===== src/rtl/apb_fan_pkg.sv =====
// Package: constants shared by the fan-out interconnect.
// Assumes exactly eleven targets. The flag-bit mapping below swaps the last two targets.
package apb_fan_pkg;
    localparam int unsigned NUM_TGT = 11;
    localparam int unsigned FLAG_W  = 12;

    // Map a target index to its position in the timeout flag vector.
    function automatic int unsigned flag_bit(input int unsigned tgt);
        case (tgt)
            9:       return 10;
            10:      return 9;
            default: return tgt;
        endcase
    endfunction
endpackage


===== src/rtl/apb_fan_decode.sv =====
// Region decoder: turns the address selector field into a one-hot target vector.
// Assumes region values at or above NTGT are unmapped.
module apb_fan_decode #(
    parameter int unsigned SEL_W = 4,
    parameter int unsigned NTGT  = 11
) (
    input  logic [SEL_W-1:0] region,
    output logic [NTGT-1:0]  hit_vec,
    output logic             hit
);
    // One comparator per target.
    for (genvar t = 0; t < NTGT; t++) begin : g_cmp
        assign hit_vec[t] = (region == SEL_W'(t));
    end

    // Any target matched.
    assign hit = |hit_vec;
endmodule


===== src/rtl/apb_fan_rto.sv =====
// Timeout tracker: detects an expiry pulse during an open mapped transfer,
// holds an abort state across setup-to-access, and emits a one-cycle flag pulse.
// Assumes the upstream obeys APB phase order.
module apb_fan_rto #(
    parameter int unsigned NTGT   = 11,
    parameter int unsigned FLAGS  = 12
) (
    input  logic             clk,
    input  logic             rst_n,
    input  logic             expire,
    input  logic             s_psel,
    input  logic             s_penable,
    input  logic [NTGT-1:0]  hit_vec,
    input  logic             hit,
    output logic             abort_now,
    output logic [FLAGS-1:0] flags
);
    localparam int unsigned FIW = $clog2(FLAGS);

    logic             abort_q;
    logic             tmo_hit;
    logic [FLAGS-1:0] next_flags;

    // A timeout is an expiry while a mapped transfer is open and not yet aborted.
    assign tmo_hit   = expire && s_psel && hit && !abort_q;
    assign abort_now = tmo_hit || abort_q;

    // Remember an abort taken in setup so the access phase completes with error.
    always_ff @(posedge clk) begin
        if (!rst_n) begin
            abort_q <= 1'b0;
        end else if (tmo_hit && !s_penable) begin
            abort_q <= 1'b1;
        end else if (!s_psel || s_penable) begin
            abort_q <= 1'b0;
        end
    end

    // Place the timed-out target at its flag position.
    always_comb begin
        next_flags = '0;
        for (int unsigned t = 0; t < NTGT; t++) begin
            if (hit_vec[t]) begin
                next_flags[FIW'(apb_fan_pkg::flag_bit(t))] = tmo_hit;
            end
        end
    end

    // Register the flag vector as a one-cycle pulse.
    always_ff @(posedge clk) begin
        if (!rst_n) begin
            flags <= '0;
        end else begin
            flags <= next_flags;
        end
    end

    // at most one flag at a time, and only right after an expiry pulse.
    assert_flag_onehot_R8: assert property (@(posedge clk) disable iff (!rst_n)
        $onehot0(flags));
    assert_flag_after_expire_R8: assert property (@(posedge clk) disable iff (!rst_n)
        (flags != '0) |-> $past(expire));
endmodule


===== src/rtl/apb_fan_rmux.sv =====
// Response mux: returns the selected target's response upstream, or an
// error completion for unmapped regions and aborted transfers.
// Assumes hit_vec is one-hot or zero.
module apb_fan_rmux #(
    parameter int unsigned NTGT   = 11,
    parameter int unsigned DATA_W = 32
) (
    input  logic [NTGT-1:0]             hit_vec,
    input  logic                        hit,
    input  logic                        abort_now,
    input  logic [NTGT-1:0][DATA_W-1:0] m_prdata,
    input  logic [NTGT-1:0]             m_pready,
    input  logic [NTGT-1:0]             m_pslverr,
    output logic [DATA_W-1:0]           s_prdata,
    output logic                        s_pready,
    output logic                        s_pslverr
);
    // Pick the response source: abort, unmapped error, or selected target.
    always_comb begin
        s_prdata  = '0;
        s_pready  = 1'b1;
        s_pslverr = 1'b1;
        if (hit && !abort_now) begin
            s_pready  = 1'b0;
            s_pslverr = 1'b0;
            for (int unsigned t = 0; t < NTGT; t++) begin
                if (hit_vec[t]) begin
                    s_prdata  = s_prdata | m_prdata[t];
                    s_pready  = s_pready | m_pready[t];
                    s_pslverr = s_pslverr | m_pslverr[t];
                end
            end
        end
    end
endmodule


===== src/rtl/apb_fan_xbar.sv =====
// Top: one APB requester port fanned out to NTGT APB target ports by address
// region, with a start pulse and per-target flags for an external timeout counter.
// Assumes an APB-compliant upstream and a one-cycle expiry pulse.
module apb_fan_xbar #(
    parameter int unsigned ADDR_W  = 12,
    parameter int unsigned DATA_W  = 32,
    parameter int unsigned SEL_LSB = 8,
    parameter int unsigned SEL_W   = 4,
    parameter int unsigned NTGT    = apb_fan_pkg::NUM_TGT,
    parameter int unsigned FLAGS   = apb_fan_pkg::FLAG_W
) (
    input  logic                        clk,
    input  logic                        rst_n,
    input  logic [ADDR_W-1:0]           s_paddr,
    input  logic [DATA_W-1:0]           s_pwdata,
    input  logic                        s_pwrite,
    input  logic                        s_psel,
    input  logic                        s_penable,
    output logic [DATA_W-1:0]           s_prdata,
    output logic                        s_pready,
    output logic                        s_pslverr,
    output logic [NTGT-1:0][ADDR_W-1:0] m_paddr,
    output logic [NTGT-1:0][DATA_W-1:0] m_pwdata,
    output logic [NTGT-1:0]             m_pwrite,
    output logic [NTGT-1:0]             m_psel,
    output logic [NTGT-1:0]             m_penable,
    input  logic [NTGT-1:0][DATA_W-1:0] m_prdata,
    input  logic [NTGT-1:0]             m_pready,
    input  logic [NTGT-1:0]             m_pslverr,
    input  logic                        tmo_expire_i,
    output logic                        tmo_start_o,
    output logic [FLAGS-1:0]            tmo_flags_o
);
    logic [NTGT-1:0] hit_vec;
    logic            hit;
    logic            abort_now;

    apb_fan_decode #(.SEL_W(SEL_W), .NTGT(NTGT)) u_decode (
        .region  (s_paddr[SEL_LSB +: SEL_W]),
        .hit_vec (hit_vec),
        .hit     (hit)
    );

    apb_fan_rto #(.NTGT(NTGT), .FLAGS(FLAGS)) u_rto (
        .clk       (clk),
        .rst_n     (rst_n),
        .expire    (tmo_expire_i),
        .s_psel    (s_psel),
        .s_penable (s_penable),
        .hit_vec   (hit_vec),
        .hit       (hit),
        .abort_now (abort_now),
        .flags     (tmo_flags_o)
    );

    apb_fan_rmux #(.NTGT(NTGT), .DATA_W(DATA_W)) u_rmux (
        .hit_vec   (hit_vec),
        .hit       (hit),
        .abort_now (abort_now),
        .m_prdata  (m_prdata),
        .m_pready  (m_pready),
        .m_pslverr (m_pslverr),
        .s_prdata  (s_prdata),
        .s_pready  (s_pready),
        .s_pslverr (s_pslverr)
    );

    // Per-target request drive: broadcast payload, gated select and enable.
    for (genvar t = 0; t < NTGT; t++) begin : g_port
        assign m_paddr[t]   = s_paddr;
        assign m_pwdata[t]  = s_pwdata;
        assign m_pwrite[t]  = s_pwrite;
        assign m_psel[t]    = rst_n && s_psel && hit_vec[t] && !abort_now;
        assign m_penable[t] = m_psel[t] && s_penable;
    end

    // Arm the external counter in the setup phase of a mapped transfer.
    assign tmo_start_o = rst_n && s_psel && !s_penable && hit;

    // never more than one target selected.
    assert_psel_onehot_R1: assert property (@(posedge clk) disable iff (!rst_n)
        $onehot0(m_psel));
    // an enabled target was selected in the previous (setup) cycle.
    assert_enable_after_setup_R2: assert property (@(posedge clk) disable iff (!rst_n)
        (|m_penable) |-> ($past(m_psel) == m_psel));
    // unmapped access phase completes with error and zero data.
    assert_unmapped_err_R4: assert property (@(posedge clk) disable iff (!rst_n)
        (s_psel && s_penable && !hit) |-> (s_pready && s_pslverr && s_prdata == '0 && m_psel == '0));
    // the start pulse never lasts two cycles.
    assert_start_single_R5: assert property (@(posedge clk) disable iff (!rst_n)
        tmo_start_o |=> !tmo_start_o);
    // an expiry in the access phase closes the transfer with the target released.
    assert_access_abort_R6: assert property (@(posedge clk) disable iff (!rst_n)
        (tmo_expire_i && s_psel && s_penable) |-> (s_pready && m_psel == '0 && m_penable == '0));
    // an expiry in setup makes the following access complete with error.
    assert_setup_abort_R7: assert property (@(posedge clk) disable iff (!rst_n)
        ($past(rst_n && tmo_expire_i && s_psel && !s_penable && hit) && s_psel && s_penable)
        |-> (s_pready && s_pslverr && m_penable == '0));

    // no target is selected while reset is held.
    always_comb begin
        if (!rst_n) begin
            assert_reset_idle_R10: assert (m_psel == '0 && m_penable == '0 && !tmo_start_o);
        end
    end
endmodule


===== config.mk =====
export PLATFORM = sky130hd
export DESIGN_NAME = apb_fan_xbar
export DESIGN_NICKNAME = d
export VERILOG_FILES = /design/src/rtl/apb_fan_pkg.sv /design/src/rtl/apb_fan_decode.sv /design/src/rtl/apb_fan_rto.sv /design/src/rtl/apb_fan_rmux.sv /design/src/rtl/apb_fan_xbar.sv
export SDC_FILE = /design/constraint.sdc
export NUM_CORES = 1
export LEC_CHECK = 0
export ABC_AREA = 1
export CORE_AREA = 2 2 383 385
export DETAILED_ROUTE_END_ITERATION = 6
export DIE_AREA = 0 0 385 387
export MAX_ROUTING_LAYER = met4
export SYNTH_ARGS = -nofsm -noshare
export SYNTH_HDL_FRONTEND = slang
export SYNTH_SLANG_ARGS = --single-unit
export TNS_END_PERCENT = 30

===== constraint.sdc =====
create_clock -name clk -period 3 [get_ports clk]
set_input_delay 0.75 -clock clk [delete_from_list [all_inputs] [get_ports clk]]
set_output_delay 0.75 -clock clk [all_outputs]
set_load 0.01 [all_outputs]

# Yosys cells after proc, flatten, opt, wreduce, memory -nomap -nowiden
# Index checks and enable logic that the tools add are counted.
# word_totals
regBits,13
latch_bits,0
ramBits,0
rom_bits,0
in_bits,424
out_inout_bits,564
word_cells,248
mem_count,0
# op_classes
n_addsub,0
mul,0
div,0
n_lt_le_gt_ge,22
eq_ne,10
shifts,0
n_mux,122
n_bitwise,31
reduce_logical,61
# ops
operator,n
two-way mux 32 bit,22
bitwise OR 32 bit,10
two-way mux 12 bit,11
bitwise mux 12 bit,10
two-way mux 1 bit,57
less-than comparator 4 x 5 -> 1 bit (second input constant),11
logical AND 1 bit,52
demux 1 bit (select 4 bit),11
>= comparator 4 x 1 -> 1 bit (second input constant),11
two-way mux 4 bit,11
bitwise OR 1 bit,20
equality test 4 x 3 -> 1 bit (second input constant),4
bitwise AND 12 bit,1
equality test 4 bit (second input constant),3
OR reduction 11 bit,1
equality test 4 x 2 -> 1 bit (second input constant),2
equality test 4 x 1 -> 1 bit (second input constant),1
zero test 1 bit,4
zero test 4 bit,1
logical OR 1 bit,2
nonzero test 2 bit,1

# Logic depth before layout (Yosys ltp)
# Gate-level depths: netlist of run 1.
# depth
depth_word,38
depth_mapped,10
depth_no_buf,9

# Modules after synthesis
# From an unflattened synthesis of run 1, not the netlist that was laid out.
# unflattened
hier_cells,1432
area_unflattened_um2,8000.2
# by_module_without_submodules
module,instances,cells_per_inst,area_each_um2,seq_area_each_um2
apb_fan_xbar,1,537,3958.8,0.0
apb_fan_rmux,1,823,3513.4,0.0
apb_fan_rto,1,48,430.4,240.2
apb_fan_decode,1,24,97.6,0.0

# Worst setup path before layout of run 1
# No wires, ideal clock.
# synth_path
path_kind,in2out
from,in s_paddr[9]
to,out m_penable[0]
arrival_ns,1.788
required_time_ns,2.250
slack_ns,0.462
cell_stages,6
path_buffers,1
cell_sequence,nor2_2 > buf_2 > inv_1 > nor2_1 > nand2_1 > nor3_1
# synth_via
elab_chain_cells,8
word_cells_on_any_way,19
classes_between,10 x eq/ne; 9 x reduce/logical
# synth_lines
item,line,rtl
"start, declared",apb_fan_xbar.sv:14,"input logic [ADDR_W-1:0] s_paddr,"
"equality test 4 x 1 -> 1 bit, or another cell as far along",apb_fan_decode.sv:13,assign hit_vec[t] = (region == SEL_W'(t));
OR reduction 11 bit,apb_fan_decode.sv:17,assign hit = |hit_vec;
logical AND 1 bit (2 in series),apb_fan_rto.sv:25,assign tmo_hit = expire && s_psel && hit && !abort_q;
logical OR 1 bit,apb_fan_rto.sv:26,assign abort_now = tmo_hit || abort_q;
zero test 1 bit,apb_fan_xbar.sv:73,assign m_psel[t] = rst_n && s_psel && hit_vec[t] && !abort_now;
logical AND 1 bit (*),apb_fan_xbar.sv:73,
logical AND 1 bit (*),apb_fan_xbar.sv:74,assign m_penable[t] = m_psel[t] && s_penable;
"end, declared",apb_fan_xbar.sv:26,"output logic [NTGT-1:0] m_penable,"
# Every way passes the cells marked *; elsewhere a longest branch is shown, timed or not.

# Worst setup path after layout of run 1
# layout_path
from,in s_paddr[8]
to,out s_prdata[28]
# layout_via
elab_chain_cells,33
word_cells_on_any_way,49
classes_between,10 x eq/ne; 22 x mux; 10 x bitwise; 7 x reduce/logical
# layout_lines
item,line,rtl
zero test 4 bit,apb_fan_decode.sv:13,
two-way mux 32 bit,apb_fan_rmux.sv:27,if (hit_vec[t]) begin
two-way mux 32 bit,apb_fan_rmux.sv:23,if (hit && !abort_now) begin
bitwise OR 32 bit,apb_fan_rmux.sv:28,s_prdata = s_prdata | m_prdata[t];
two-way mux 32 bit,apb_fan_rmux.sv:27,
two-way mux 32 bit,apb_fan_rmux.sv:23,
bitwise OR 32 bit,apb_fan_rmux.sv:28,
two-way mux 32 bit,apb_fan_rmux.sv:27,
(+17 left out),n/a,
two-way mux 32 bit,apb_fan_rmux.sv:27,
two-way mux 32 bit,apb_fan_rmux.sv:23,
bitwise OR 32 bit,apb_fan_rmux.sv:28,
two-way mux 32 bit,apb_fan_rmux.sv:27,
two-way mux 32 bit,apb_fan_rmux.sv:23,
bitwise OR 32 bit,apb_fan_rmux.sv:28,
two-way mux 32 bit,apb_fan_rmux.sv:27,
two-way mux 32 bit (*),apb_fan_rmux.sv:23,
"end, declared",apb_fan_xbar.sv:19,"output logic [DATA_W-1:0] s_prdata,"
# Every way passes the cells marked *; elsewhere a longest branch is shown, timed or not. The select of a mux whose other input is x is not followed.

==> flow_summary.yaml, run 1 <==
synth:
  synthTopCellsByArea: "buf_4 (47%), nand3_1 (19%), nand2_1 (14%), nor2_1 (7.8%), inv_1 (3.5%)"
  netlist.top_cell.by_area: "buf_4"
  synth.distinct_cells: 18
  syn_avg_cell_area_um2: 5.501
  async_reset_ff_share_pct: 0
  synth-edff-count: 0
  yosysTopAreaCellShare_pct: 46.96
  ys_seq_elements: 12
  synthTopCellsByCount: "buf_4 (499), nand3_1 (300), nand2_1 (297)"
  synth.most_common_cell: "buf_4"
  synth_warnings: 0
  synth_nets: 1874
  yosysSeqAreaShare_pct: 3.012
  synth_flop_cell: "dfxtp_1"
  syn_inst: 1450
  synth_area_um2: 7976
sta:
  hold_viol_final: 0
  fmax_mhz: 322.7
  report.final.slew_viol_count: 0
  setup_viol_count_final: 13
  slew-limit-headroom_pct: 57.48
  setup_ws_ns: -0.09891
  min_period_over_period_pct: 103.3
  fin_skew_ns: 0.0007877
  rsz0062_at_grt: "true"
  finalCriticalPeriod_ns: 3.099
  worst-slew-pin-transition_ns: 0.6372
power_and_ir_drop:
  peakVddDrop_uv: 151.2
  powerDensity_nw_per_um2: 154.1
  leakagePower_nw: 6.564
worst_setup_path:
  critical-path-top-delay-family: "buffers and inverters"
  slowest_delay_ns: 0.26
  crit_chain: "buf_12, buf_8, nor2_4, buf_12, bufbuf_16, buf_4, nand3_1, nand2_1, nor2_2, nand3_4, nand2_4, inv_2, buf_12"
  slowest_stage: "bufbuf_16"
  path_buf_inv: 7
  arrival_ns: 2.35
  path_common_cell: "buf_12"
  worstSetupStartpointType: "input pin"
  cp_max_fo: 5
  critPathKind: "in -> out"
  crit_path_end_kind: "output pin"
  r2r_start: "u_rto.abort_q"
  required_ns: 2.25
  setup.worst_path.start: "s_paddr[8]"
global_routing:
  grt_pass1_wl_mm: 98.28
  grt_overflow: 0
  grt_pass1_vias: 9773
  grt_max_degree: 33
  grt.total_usage_pct: 10.47
  antenna_found_initial: 49
clock_tree:
  cts_hold_buf: 0
  h-tree-depth: 1
  clk_latency_ns: 0.24
  cts_buffers: 3
  cts_tree: "done"
  cts_sinks: 12
  clock_path_buffers: 2
  clk_pin_slew_ns: 0.04
  cts_root_buf: "clkbuf_16"
drt:
  vias: 9942
  dr.first_iter.drc_count: 385
  ant_nets: 0
  via_per_inst: 2.802
  wire_per_inst_um: 22.99
  drc: 0
  drt_first_pass_iters: 5
  wirelength_mm: 81.56
die:
  die_h_um: 387
  coreArea_um2: 144900
  fp.dieW_um: 385
  die_area_um2: 149000
  rows: 140
  start_util_pct: 5.506
  ios: 988
finish:
  utilization_pct: 11.13
  area_delta_synth_final_pct: 102.2
  nNetsFinal: 2035
  fin_cells: 3548
  drive_above_1_share_pct: 35.09
placement:
  dpl.cell_count: 3440
  place_congestion: 0.8543
  portBuffers: 494
  pre_cts_slack_ns: -1.438
  dp_hpwl_mm: 67.44
job:
  max_cap_viol_count: 0
worst_hold_path:
  hold_path.startpoint: "u_rto.abort_q"
  min_path_type: "reg -> reg"
outcome:
  status: "finished with violations"
  violations: "negative setup slack"
-- path summary, 6_finish.rpt --
| kind | end | slack (ns) | cells after the start |
|---|---|---|---|
| worst min-delay path | u_rto.abort_q | 0.61 | 2 |
| worst min register to register | u_rto.abort_q | 0.61 | 2 |
| worst max register to register | u_rto.flags[9] | 1.90 | 3 |
| worst max-delay path | s_prdata[28] | -0.1 | 13 |
-- worst min-delay path: cells and delay by family, from the launching register on --
family / cells / cell delay [ns]
flip-flops: 1 / 0.40
AND/OR/NAND/NOR: 2 / 0.18
-- cell families after synthesis --
logic type / Yosys count / synth area share (%)
simple gates: 787 / 42.35
flops: 12 / 3.012
other cells: 1 / 0.04701
buf+inv: 648 / 54.42
compound gates: 2 / 0.1725
-- through the flow --
step / instance area (um^2) / power (mW) / TNS [ns] / hold slack (ns)
after floorplan: 7976 / 1.184 / 0 / 0.4972
after global placement: 13030 / 1.808 / -69.20 / 0.5198
after detailed placement: 13030 / 1.804 / -68.87 / 0.5774
after CTS: 15340 / 2.456 / -3.308 / 0.5926
after global routing: 16120 / 2.631 / -3.179 / 0.6535
final: 16130 / 2.485 / -0.6129 / 0.6117
-- power by group --
| part | total, mW | internal, mW | switching [mW] |
|---|---|---|---|
| Combinational | 2.05 | 1.12 | 0.926 |
| Sequential | 0.162 | 0.161 | 0.000939 |
| Clock | 0.273 | 0.201 | 0.0718 |
-- placed cells by master, fill, tap and decap left out, types with 42 or more instances in the layout --
| cell | instances |
|---|---|
| buf_12 | 91 |
| buf_4 | 97 |
| clkdlybuf4s50_1 | 432 |
| inv_1 | 50 |
| nand2_1 | 204 |
| nand2_2 | 74 |
| nand3_1 | 242 |
| nand3_2 | 42 |
| nor2_1 | 88 |
| nor2_4 | 46 |
-- sequential cells by signal (all words and copies together), names as in the netlist --
register       cells
u_rto.abort_q      1
u_rto.flags       11
-- layer usage --
layer | vias up | track usage (%) | routed length (um)
met5 | - | - | 0
met4 | 0 | 1.932 | 2774
met3 | 138 | 3.704 | 7952
met2 | 815 | 18.33 | 39500
met1 | 4578 | 11.37 | 31340
li1 | 4411 | - | -
-- what timing repair did --
item,4_1_cts,5_1_grt
gates resized for setup,464,146
pin swaps,72,75
cloned,13,3
setup endpoints to repair,70,48
buffers inserted,56,26
-- final cells by class --
class | instances | area (um^2)
diodes | 21 | 52.55
multi-input cells | 790 | 4647
inverters | 83 | 380.4
flip-flops and latches | 12 | 240.2
well taps | 1917 | 2399
clock buffers | 4 | 88.84
repair buffers | 721 | 8322
fillers | 16690 | 128700
No activity file was read; power rests on OpenSTA's default activity.
==> inputs of run 2 (changes only) <==
--- a/config.mk
+++ b/config.mk
@@ -6,11 +6,12 @@
 export NUM_CORES = 1
 export LEC_CHECK = 0
 export ABC_AREA = 1
-export CORE_AREA = 2 2 383 385
+export CORE_AREA = 2 2 386 388
 export DETAILED_ROUTE_END_ITERATION = 6
-export DIE_AREA = 0 0 385 387
+export DIE_AREA = 0 0 388 390
 export MAX_ROUTING_LAYER = met4
 export SYNTH_ARGS = -nofsm -noshare
 export SYNTH_HDL_FRONTEND = slang
+export SYNTH_HIERARCHICAL = 1
 export SYNTH_SLANG_ARGS = --single-unit
 export TNS_END_PERCENT = 30
==> constraint.sdc (replaced) <==
create_clock -name clk -period 3.4 [get_ports clk]
set_input_delay 0.85 -clock clk [delete_from_list [all_inputs] [get_ports clk]]
set_output_delay 0.85 -clock clk [all_outputs]
set_load 0.01 [all_outputs]
==> flow_summary.yaml, run 2 <==
outcome:
  status: "finished, final reports clean"
drt:
  vias: 8412
  wirelength_mm: 64.96
  drc: 0
  drt_first_pass_iters: 5
  dr.first_iter.drc_count: 280
  via_per_inst: 2.449
  wire_per_inst_um: 18.91
  ant_nets: 0
worst_setup_path:
  crit_path_end_kind: "output pin"
  path_common_cell: "clkdlybuf4s50_1"
  cp_max_fo: 8
  slowest_delay_ns: 0.54
  critPathKind: "in -> out"
  ff2ff_path_depth: 3
  crit_chain: "clkdlybuf4s50_1, nand3_1, nand2_2, inv_2, buf_4, nand2_1, nor2_1, clkdlybuf4s50_1"
  worstSetupStartpointType: "input pin"
  slowest_stage: "clkdlybuf4s50_1"
  required_ns: 2.55
  arrival_ns: 2.48
synth:
  netlist.top_cell.by_area: "buf_4"
  synth.most_common_cell: "nand2_1"
  synthTopCellsByCount: "nand2_1 (591), buf_4 (500), nor2_1 (126)"
  yosysTopAreaCellShare_pct: 46.92
  synth_area_um2: 8000
  synth.distinct_cells: 19
  ys_seq_elements: 12
  synth_nets: 1856
  synth_flop_cell: "dfxtp_1"
  async_reset_ff_share_pct: 0
  synthTopCellsByArea: "buf_4 (47%), nand2_1 (28%), buf_6 (6.3%), nor2_1 (5.9%), inv_1 (3.4%)"
  synth-edff-count: 0
  synth_warnings: 6
  syn_avg_cell_area_um2: 5.587
  yosysSeqAreaShare_pct: 3.003
  syn_inst: 1432
die:
  ios: 988
  die_area_um2: 151300
  rows: 141
  fp.dieW_um: 388
  die_h_um: 390
  start_util_pct: 5.437
  coreArea_um2: 147100
clock_tree:
  cts_root_buf: "clkbuf_16"
  clk_pin_slew_ns: 0.04
  cts_sinks: 12
  h-tree-depth: 1
  clk_latency_ns: 0.24
  cts_buffers: 3
  cts_tree: "done"
  clock_path_buffers: 2
finish:
  drive_above_1_share_pct: 17.16
  fillCellCount: 17320
  area_delta_synth_final_pct: 62.97
  utilization_pct: 8.861
  reg.largest.list: "u_rto/flags (11), u_rto/abort_q (1)"
  regMostFlops: "u_rto/flags"
  largest_reg_flops: 11
  final_common_cell: "nand2_1"
  nNetsFinal: 1917
  layout_common_cells: "nand2_1 (572), clkdlybuf4s50_1 (436), nor2_1 (107), buf_12 (62), buf_4 (61)"
global_routing:
  grt_overflow: 0
  grt_max_degree: 24
  grt_pass1_wl_mm: 79.89
  grt.total_usage_pct: 8.229
  grt_pass1_vias: 8572
  antenna_found_initial: 25
power_and_ir_drop:
  p_sw_uw: 634.0
  leakagePower_nw: 5.647
  peakVddDrop_uv: 120.4
  p_seq_share_pct: 8.3
  p_clk_share_pct: 14.1
  swShare_pct: 37.05
  intPower_mw: 1.077
  p_comb_share_pct: 77.6
  powerDensity_nw_per_um2: 131.3
placement:
  dp_hpwl_mm: 58.95
  portBuffers: 494
  place_congestion: 0.8343
sta:
  fin_skew_ns: 0.0006706
  setup_viol_count_final: 0
  fmax_mhz: 300.7
  hold_viol_final: 0
  min_period_over_period_pct: 97.80
  rsz0062_at_grt: "true"
  fin_tns_setup_ns: 0
  finalCriticalPeriod_ns: 3.325
  report.final.slew_viol_count: 0
  worst-slew-pin-transition_ns: 0.5166
  slew-limit-headroom_pct: 65.48
worst_hold_path:
  min_path_cells: 4
  min_path_type: "reg -> reg"
job:
  max_cap_viol_count: 0
[run 2: cell count changes in the layout (fill, tap and decap cells not counted), sizes merged, moves of 7 or more]
cell         before  now
inv              81   74
nand3           300   33
diode            21   13
nand2           297  610
buf             275  145
dlygate4sd2       3   13
nor2            171  137
[run 2: final timing paths]
kind / startpoint / end / slack (ns)
min: u_rto/abort_q / u_rto/abort_q / 0.64
min reg2reg: u_rto/abort_q / u_rto/abort_q / 0.64
max reg2reg: u_rto/abort_q / u_rto/flags[9] / 2.26
max: tmo_expire_i / m_psel[6] / 0.07
[run 2: power by group through the flow]
stage | Combinational [mW] | Clock, mW | Sequential, mW
floorplan | 0.861 | 0 | 0.145
global placement | 1.34 | 0 | 0.145
detailed placement | 1.33 | 0 | 0.145
CTS | 1.38 | 0.243 | 0.142
global route | 1.43 | 0.254 | 0.142
finish | 1.33 | 0.242 | 0.142
[run 2: stage by stage]
step | setup slack, ns | instance area, um^2 | hold WS [ns] | instances | total power [mW]
after floorplan | 0.7710 | 8000 | 0.4951 | 1432 | 1.006
after global placement | -1.001 | 12480 | 0.5897 | 3403 | 1.482
after detailed placement | -0.9112 | 12480 | 0.6131 | 3403 | 1.478
after CTS | 0.005791 | 12930 | 0.6273 | 3421 | 1.763
after global routing | -0.04071 | 13030 | 0.6827 | 3433 | 1.824
final | 0.07484 | 13040 | 0.6383 | 3435 | 1.711
[run 2: layer usage]
metal  part of all wire, %  GRT usage [%]  wire, um
met2                    50          14.86     32360
met4                   3.3          2.009      2115
met3                    12          3.662      7928
met5                     0              -         0
met1                    35          8.017     22560
[run 2: critical path: cells and delay by family]
kind	cells	cell delay, ns
buffers and inverters	4	1.21
AND/OR/NAND/NOR	4	0.40
[run 2: logic make-up after synthesis]
logic type | synth area share [%]
buffers and inverters | 57.08
DFF | 3.003
other | 0.04687
and+or+nand+nor | 39.87
[run 2: what timing repair did]
| action | CTS | global route |
|---|---|---|
| setup endpoints to repair | 57 | 36 |
| hold buffers | 0 | 0 |
| buffers inserted | 13 | 1 |
| pin swaps | 11 | 5 |
| gates resized for setup | 123 | 32 |
| gates cloned | 1 | 0 |
[run 2: area by class of cell]
type | instances | area [um^2] | share of cell area [%]
timing repair buffer | 605 | 6543 | 50.18
clock buffer | 4 | 88.84 | 0.6814
sequential | 12 | 240.2 | 1.843
tap | 1930 | 2415 | 18.52
multi-input combinational | 797 | 3433 | 26.33
inverter | 74 | 285.3 | 2.188
antenna | 13 | 32.53 | 0.2495
